## config.mk

```make
export PLATFORM = sky130hd
export DESIGN_NAME = inj_source_unit
export DESIGN_NICKNAME = d
export VERILOG_FILES = /design/src/rtl/inj_pkg.sv /design/src/rtl/inj_pkt_buf.sv /design/src/rtl/inj_hop_calc.sv /design/src/rtl/inj_source_unit.sv
export SDC_FILE = /design/constraint.sdc
export NUM_CORES = 1
export LEC_CHECK = 0
export ABC_AREA = 0
export ABC_CLOCK_PERIOD_IN_PS = 3400
export BUFFER_PORTS_ARGS = -buffer_cell sky130_fd_sc_hd__buf_2
export CAP_MARGIN = 20
export CORE_UTILIZATION = 58
export DETAILED_ROUTE_END_ITERATION = 10
export PLACE_DENSITY_LB_ADDON = 0.12
export SLEW_MARGIN = 30
export SYNTH_ARGS = -nofsm -noshare
export SYNTH_HDL_FRONTEND = slang
export SYNTH_SLANG_ARGS = --single-unit
```

## constraint.sdc

```tcl
create_clock -name clk -period 3.4 [get_ports clk]
set_input_delay 0.34 -clock clk [delete_from_list [all_inputs] [get_ports clk]]
set_output_delay 0.34 -clock clk [all_outputs]
set_load 0.01 [all_outputs]
```

## src/rtl/inj_pkg.sv

```systemverilog
package inj_pkg;
    typedef enum logic [1:0] {
        ST_IDLE  = 2'd0,
        ST_FILL  = 2'd1,
        ST_READY = 2'd2,
        ST_SEND  = 2'd3
    } inj_state_e;
endpackage

```

## src/rtl/inj_pkt_buf.sv

```systemverilog
module inj_pkt_buf #(
    parameter int DATA_W = 16,
    parameter int DEPTH  = 8,
    localparam int IDX_W = (DEPTH > 1) ? $clog2(DEPTH) : 1
) (
    input  logic              clk,
    input  logic              wr_en,
    input  logic [IDX_W-1:0]  wr_addr,
    input  logic [DATA_W-1:0] wr_data,
    input  logic [IDX_W-1:0]  rd_addr,
    output logic [DATA_W-1:0] rd_data
);
    logic [DATA_W-1:0] mem_q [DEPTH];

    always_ff @(posedge clk) begin
        if (wr_en) begin
            mem_q[wr_addr] <= wr_data;
        end
    end

    assign rd_data = mem_q[rd_addr];
endmodule

```

## src/rtl/inj_hop_calc.sv

```systemverilog
module inj_hop_calc #(
    parameter int POS_W   = 4,
    parameter int SRC_POS = 5
) (
    input  logic [POS_W-1:0] dst,
    output logic [POS_W-1:0] hops
);
    localparam logic [POS_W-1:0] SRC = POS_W'(SRC_POS);

    always_comb begin
        if (dst >= SRC) begin
            hops = dst - SRC;
        end else begin
            hops = SRC - dst;
        end
    end
endmodule

```

## src/rtl/inj_source_unit.sv

```systemverilog
module inj_source_unit
    import inj_pkg::*;
#(
    parameter int DATA_W    = 16,
    parameter int MAX_FLITS = 8,
    parameter int POS_W     = 4,
    parameter int VC_NUM    = 4,
    parameter int SRC_POS   = 5,
    localparam int IDX_W = (MAX_FLITS > 1) ? $clog2(MAX_FLITS) : 1,
    localparam int LEN_W = $clog2(MAX_FLITS + 1),
    localparam int VC_W  = (VC_NUM > 1) ? $clog2(VC_NUM) : 1
) (
    input  logic              clk,
    input  logic              rst_n,
    input  logic              wr_valid,
    input  logic              wr_head,
    input  logic [DATA_W-1:0] wr_data,
    input  logic [LEN_W-1:0]  wr_len,
    input  logic [POS_W-1:0]  wr_dst,
    input  logic [VC_W-1:0]   wr_vc,
    output logic              wr_ready,
    input  logic              out_free,
    output logic              flit_valid,
    output logic              flit_head,
    output logic              flit_tail,
    output logic [DATA_W-1:0] flit_data,
    output logic [POS_W-1:0]  req_hops,
    output logic [VC_W-1:0]   req_vc,
    output logic              done
);
    localparam logic [LEN_W-1:0] LEN_MAX = LEN_W'(MAX_FLITS);
    localparam logic [LEN_W-1:0] LEN_ONE = LEN_W'(1);

    typedef struct packed {
        inj_state_e       state;
        logic [LEN_W-1:0] cnt;
        logic [LEN_W-1:0] len;
        logic [POS_W-1:0] dst;
        logic [VC_W-1:0]  vc;
        logic             done;
    } inj_regs_t;

    inj_regs_t        r_d, r_q;
    logic             buf_we;
    logic [IDX_W-1:0] buf_waddr;
    logic [LEN_W-1:0] len_fix;
    logic [LEN_W-1:0] cnt_inc;

    always_comb begin
        if (wr_len == '0) begin
            len_fix = LEN_ONE;
        end else if (wr_len > LEN_MAX) begin
            len_fix = LEN_MAX;
        end else begin
            len_fix = wr_len;
        end
    end

    assign cnt_inc = r_q.cnt + LEN_ONE;

    always_comb begin
        r_d       = r_q;
        r_d.done  = 1'b0;
        buf_we    = 1'b0;
        buf_waddr = '0;
        unique case (r_q.state)
            ST_IDLE: begin
                if (wr_valid && wr_head) begin
                    buf_we    = 1'b1;
                    r_d.len   = len_fix;
                    r_d.dst   = wr_dst;
                    r_d.vc    = wr_vc;
                    r_d.cnt   = LEN_ONE;
                    r_d.state = (len_fix == LEN_ONE) ? ST_READY : ST_FILL;
                end
            end
            ST_FILL: begin
                if (wr_valid) begin
                    buf_we    = 1'b1;
                    buf_waddr = r_q.cnt[IDX_W-1:0];
                    r_d.cnt   = cnt_inc;
                    if (cnt_inc == r_q.len) begin
                        r_d.state = ST_READY;
                    end
                end
            end
            ST_READY: begin
                if (out_free) begin
                    r_d.state = ST_SEND;
                    r_d.cnt   = '0;
                end
            end
            ST_SEND: begin
                if (cnt_inc == r_q.len) begin
                    r_d.state = ST_IDLE;
                    r_d.cnt   = '0;
                    r_d.done  = 1'b1;
                end else begin
                    r_d.cnt = cnt_inc;
                end
            end
            default: r_d.state = ST_IDLE;
        endcase
    end

    always_ff @(posedge clk) begin
        if (!rst_n) begin
            r_q <= '{state: ST_IDLE, cnt: '0, len: LEN_ONE, dst: '0, vc: '0, done: 1'b0};
        end else begin
            r_q <= r_d;
        end
    end

    inj_pkt_buf #(
        .DATA_W (DATA_W),
        .DEPTH  (MAX_FLITS)
    ) u_buf (
        .clk     (clk),
        .wr_en   (buf_we),
        .wr_addr (buf_waddr),
        .wr_data (wr_data),
        .rd_addr (r_q.cnt[IDX_W-1:0]),
        .rd_data (flit_data)
    );

    inj_hop_calc #(
        .POS_W   (POS_W),
        .SRC_POS (SRC_POS)
    ) u_hops (
        .dst  (r_q.dst),
        .hops (req_hops)
    );

    assign wr_ready   = (r_q.state == ST_IDLE) || (r_q.state == ST_FILL);
    assign flit_valid = (r_q.state == ST_SEND);
    assign flit_head  = flit_valid && (r_q.cnt == '0);
    assign flit_tail  = flit_valid && (cnt_inc == r_q.len);
    assign req_vc     = r_q.vc;
    assign done       = r_q.done;


    no_early_launch_chk: assert property (@(posedge clk) disable iff (!rst_n)
        $rose(flit_valid) |-> $past(r_q.state == ST_READY));


    launch_needs_free_chk: assert property (@(posedge clk) disable iff (!rst_n)
        $rose(flit_valid) |-> $past(out_free));


    no_gap_chk: assert property (@(posedge clk) disable iff (!rst_n)
        (flit_valid && !flit_tail) |=> flit_valid);


    vc_fixed_chk: assert property (@(posedge clk) disable iff (!rst_n)
        (flit_valid && !flit_tail) |=> $stable(req_vc) && $stable(req_hops));


    done_after_tail_chk: assert property (@(posedge clk) disable iff (!rst_n)
        (flit_valid && flit_tail) |=> (done && !flit_valid));


    done_pulse_chk: assert property (@(posedge clk) disable iff (!rst_n)
        done |=> !done);
endmodule

```

Yosys cells after proc, flatten, opt, wreduce, memory -nomap -nowiden
Memory sizes are Yosys's and may differ from the RTL's. A register that Yosys moved wholly into a read port is not among the register bits.
Index checks and enable logic that the tools add are counted.
Widths: inputs -> output; s select.
Word-level totals
  flip-flop bits (word level): 17
  RAM bits: 128
  output and inout port bits: 27
  logic and storage cells: 54
  memories: 1
Cells by class
  $add $sub $neg: 3
  order comparisons: 2
  equal/unequal tests: 10
  mux-type cells: 21
  reduce and logical (&&, ||, !) cells: 11
Memories
  u_buf.mem_q: depth 8, bits a word 16, rd ports 1, clocked after Yosys merged registers in 1, write ports 1, RTL line inj_pkt_buf.sv:13  | logic [DATA_W-1:0] mem_q [DEPTH];
Operator list (number)
  $pmux 6 s4: 1
  $mux 16: 1
  $mux 4: 4
  $mux 3: 4
  $mux 6: 2
  $logic_not 4->1: 2
  $ne 2x2->1 const B: 4
  $mux 2: 3
  $mux 1: 5
  $reduce_and 5->1: 1
  $add 4x1->4 const B: 1
  $eq 2x2->1 const B: 2
  $eq 4x1->1 const B: 1
  $eq 4x4->1: 1
  $ge 4x3->1 const B: 1
  $gt 4x4->1 const B: 1
  $reduce_and 2->1: 2
  $sub 3x4->4 const A: 1
  $sub 4x3->4 const B: 1
  $logic_and 1x1->1: 3
  $reduce_and 3->1: 1
  $eq 2x1->1 const B: 1
  $logic_not 2->1: 1
  $ne 2x1->1 const B: 1
  other kinds (2): 2

Longest topological paths before layout
  depth after elaboration: 9
  mapped depth: 7
  depth with buffers taken out: 7

Hierarchy
From an unflattened synthesis, not the netlist that was laid out.
Unflattened totals
  cell total of the unflattened synthesis: 340
  area total of the unflattened synthesis: 6114.6 um^2
By module, submodules not included
  inj_pkt_buf: times used 1, cells an instance 198, area an instance 4973.5 um^2, seq. area each 3843.7 um^2
  inj_source_unit: times used 1, cells an instance 120, area an instance 972.2 um^2, seq. area each 340.3 um^2
  inj_hop_calc: times used 1, cells an instance 22, area an instance 168.9 um^2, seq. area each 0.0 um^2

Least setup slack after synthesis
Ideal clock, no wire load.
  path type: flip-flop to flip-flop
  from: register r_q[15] in the netlist's numbering
  to: memory u_buf.mem_q[0][0] (enable)
  arrival: 2.083 ns
  data required time: 2.989 ns
  slack: 0.905 ns
  cell stages (with the launch flop): 6
  path buffers: 1
  clock period less this slack: 2.495 ns
  path through: dfxtp_1 > inv_1 > ha_1 > nand3_1 > clkbuf_1 > o21ai_0
Between the ends
  longest elaborated chain between the ends: 4
  elaborated cells on any way between the ends: 6
  classes of those cells: eq/ne (1); mux (4); reduce/logical (1)
RTL lines
  start: declaration: RTL line inj_source_unit.sv:43  | inj_regs_t r_d, r_q;
  start signal: assignment: RTL line inj_source_unit.sv:108  | r_q <= '{state: ST_IDLE, cnt: '0, len: LEN_ONE, dst: '0, vc: '0, done: 1'b0};
  start signal: assignment: RTL line inj_source_unit.sv:110  | r_q <= r_d;
  $eq 2x1->1 or $logic_not 2->1 (tied branches): RTL line inj_source_unit.sv:66  | unique case (r_q.state)
  $pmux 1 s2: RTL line inj_source_unit.sv:66
  $mux 1: RTL line inj_pkt_buf.sv:16  | if (wr_en) begin
  $mux 1 (not written as such): RTL line inj_pkt_buf.sv:17  | mem_q[wr_addr] <= wr_data;
  end: declaration: RTL line inj_pkt_buf.sv:13
Parallel ways exist; a longest one is shown, timed or not.

==> summary.txt <==
Critical path
  • Setup crit end: flit_data[9]
  • Worst reg2reg path endpoint: u_buf.mem_q[3][7]
  • WP data required: 3060 ps
  • Worst setup path category: reg -> out
  • Crit path max fanout: 32
  • Reg2Reg Setup Slack: 1240 ps
  • Crit path capture type: primary output
  • Worst setup SP type: flip-flop
  • Cell count of the worst reg-to-reg path: 5
  • Reg2reg start: r_q[16]
  • CP Data Arrival Time: 2360 ps

Logic synthesis
  • Synth Net Count: 386
  • Yosys reg bits: 148
  • Post-synth ARST share: 0%
  • Most common flop cell mapped by yosys: edfxtp_1
  • Mapped Area: 6005 um2
  • Yosys Warn Count: 0
  • Synth Instances: 343
  • Syn_area_per_cell: 17.51 um2
  • Synth cell types: 34
  • Seq/Total Area, Yosys: 70.68%
  • Post-synth EDFFs: 128

Routing
  • Via count: 3175
  • Total wire length: 10.61 mm
  • DRT iter0 DRCs: 158
  • DR WL/cell: 18.88 um
  • DRC viols: 0
  • Vias/cell: 5.649
  • Drt pass-1 iters: 4
  • Antenna-violating nets left: 0

Placement
  • DPL Wire Length: 6.634 mm
  • Setup Slack @ Placement: 1198 ps
  • GP Congestion: 0.7644
  • IO buf count: 57

Final layout
  • Layout cells sized above 1: 35.43%
  • Multi-input logic area: 1644 um2
  • FF+latch area: 4245 um2
  • Fillers: 641
  • Final net count: 460
  • Antenna diode count: 0
  • Area grow syn2layout: 17.17%

Timing
  • Skew final: 9.834 ps
  • Setup TNS Final: 0 ps
  • Finish-stage setup viols: 0
  • Period utilisation layout: 79.46%
  • Worst-Margin Slew: 992.9 ps
  • Final min period: 2702 ps
  • Final Hold Vio Count: 0
  • Max Fclk: 0.3701 GHz
  • Slew headroom: 33.72%
  • Pins Over Slew Limit: 0
  • Unrepaired setup endpoints after global routing: no
  • Setup slack after layout: 698.3 ps

Clocking
  • CTS Sinks: 148
  • H-tree levels: 4
  • CTS tree: built
  • Worst-path clk slew: 60 ps
  • CTS max path bufs: 2
  • Worst-skew pair later-pin latency: 510 ps
  • CTS Buf Count: 17
  • Clk root buf: clkbuf_8
  • Cts-stage hold buffer count: 0
  • Setup repair bufs after CTS: 0
  • Resize count post-CTS: 0

Floorplanning
  • Die width: 103.7 um
  • Ports: 58
  • Core Rows: 36
  • Starting Density: 60.59%
  • Die height: 103.7 um
  • Die footprint: 10760 um2
  • Core ar.: 9910 um2

Pwr
  • Cell Pwr Density: 563.4 nW/um2
  • Peak VDD IR: 0.0003681 V
  • Pleak: 0.002416 uW

GRT
  • Gr ovfl total: 0
  • Vias in the first global route: 3235
  • Pin count of the biggest net entering global routing: 33
  • Total GRT Usage: 21.24%
  • First-pass GRT wire length: 16.80 mm
  • Initial antenna violation count: 0

Hold path
  • Hold Crit Class: in -> reg

Flow run
  • Max cap viols: 0

Status
  • Status: complete, no violations
## through the flow
step / hold slack [ps] / total power, uW / std cells / instance area [um2] / utilization, %
2_1_floorplan: 436.7 / 2194 / 343 / 6005 / -
3_3_place_gp: 441.2 / 2268 / 531 / 6476 / 65.35
3_5_place_dp: 452.1 / 2274 / 531 / 6476 / 65.35
4_1_cts: 38.51 / 4000 / 562 / 7036 / 71.00
5_1_grt: 46.51 / 4096 / 562 / 7036 / 71.00
6_report: 60.74 / 3964 / 562 / 7036 / 71.00
## where the power goes
group,switching [uW],internal (uW),leakage (uW)
clock,742,989,0.000266
combinational,118,109,0.000831
sequential,11.7,1990,0.00132
## placed cells by master (no fill, tap or decap), drive strengths merged, types with 2 or more instances in the layout
master      n
a21oi      10
clkbuf     17
nand3       8
mux4       32
inv        17
nor3        6
o21ai      10
xnor2       4
and3        2
clkinvlp    3
edfxtp    128
mux2       17
ha         12
nand2      26
nand3b      3
nor2       17
mux2i       4
clkinv      3
xor2        2
nand2b      3
nor2b       2
a21boi      4
dfxtp      20
a31oi       2
buf        70
## sequential cells by signal (all words and copies together) (netlist names), named ones only
signal       flops
done             1
req_vc           2
u_buf.mem_q    128
r_q             14
## area by class of cell
cell class	count	share of cell area (%)
Tap cell	133	2.365
Sequential cell	148	60.34
Multi-Input combinational cell	170	23.37
Timing Repair Buffer	70	5.442
Inverter	10	0.5335
Clock buffer	17	5.887
Clock inverter	14	2.063
## cell usage after synthesis, drive strengths merged, types with 8 or more instances
library cell  instances  area share [%]
mux4                 32              12
nand2                26             1.6
nor2                 17             1.1
dfxtp                20             6.7
inv                  10            0.63
nand3                 8            0.67
mux2                 17             3.2
edfxtp              128              64
buf                  10             1.1
ha                   12             2.5
a21oi                10            0.83
o21ai                10            0.83
## per-layer routing
metal / wire (um) / track usage, % / part of all wire [%] / up-vias
met5: 0 / 0 / 0 / -
met4: 194 / 8.673 / 1.8 / 0
met3: 575 / 5.601 / 5.4 / 16
met2: 5435 / 34.56 / 51 / 106
met1: 4407 / 27.47 / 42 / 1570
li1: - / - / - / 1483
## cells by family after synthesis
group	share of synthesized area, %
simple gates	5.272
flops	70.68
fa+ha+maj	2.500
xor+xnor	0.8752
mux	15.86
compound gates	2.792
buf+inv	2.021
## critical path, stage by stage, from the launching register on
cell     delay (ps)
dfxtp_2         310
buf_4           500
mux4_2          610
mux2_2          270
buf_2           140
## how the worst min path moves through the flow
stage,from,to,slack [ps],cells past startpoint
after floorplan,req_vc[0],req_vc[0],440,2
after global placement,req_vc[0],req_vc[0],440,2
after detailed placement,req_vc[0],req_vc[0],450,2
after CTS,wr_vc[0],req_vc[0],40,3
after global routing,wr_vc[0],req_vc[0],50,3
final,wr_vc[0],req_vc[0],60,3
Power figures use the tool's default switching activity.
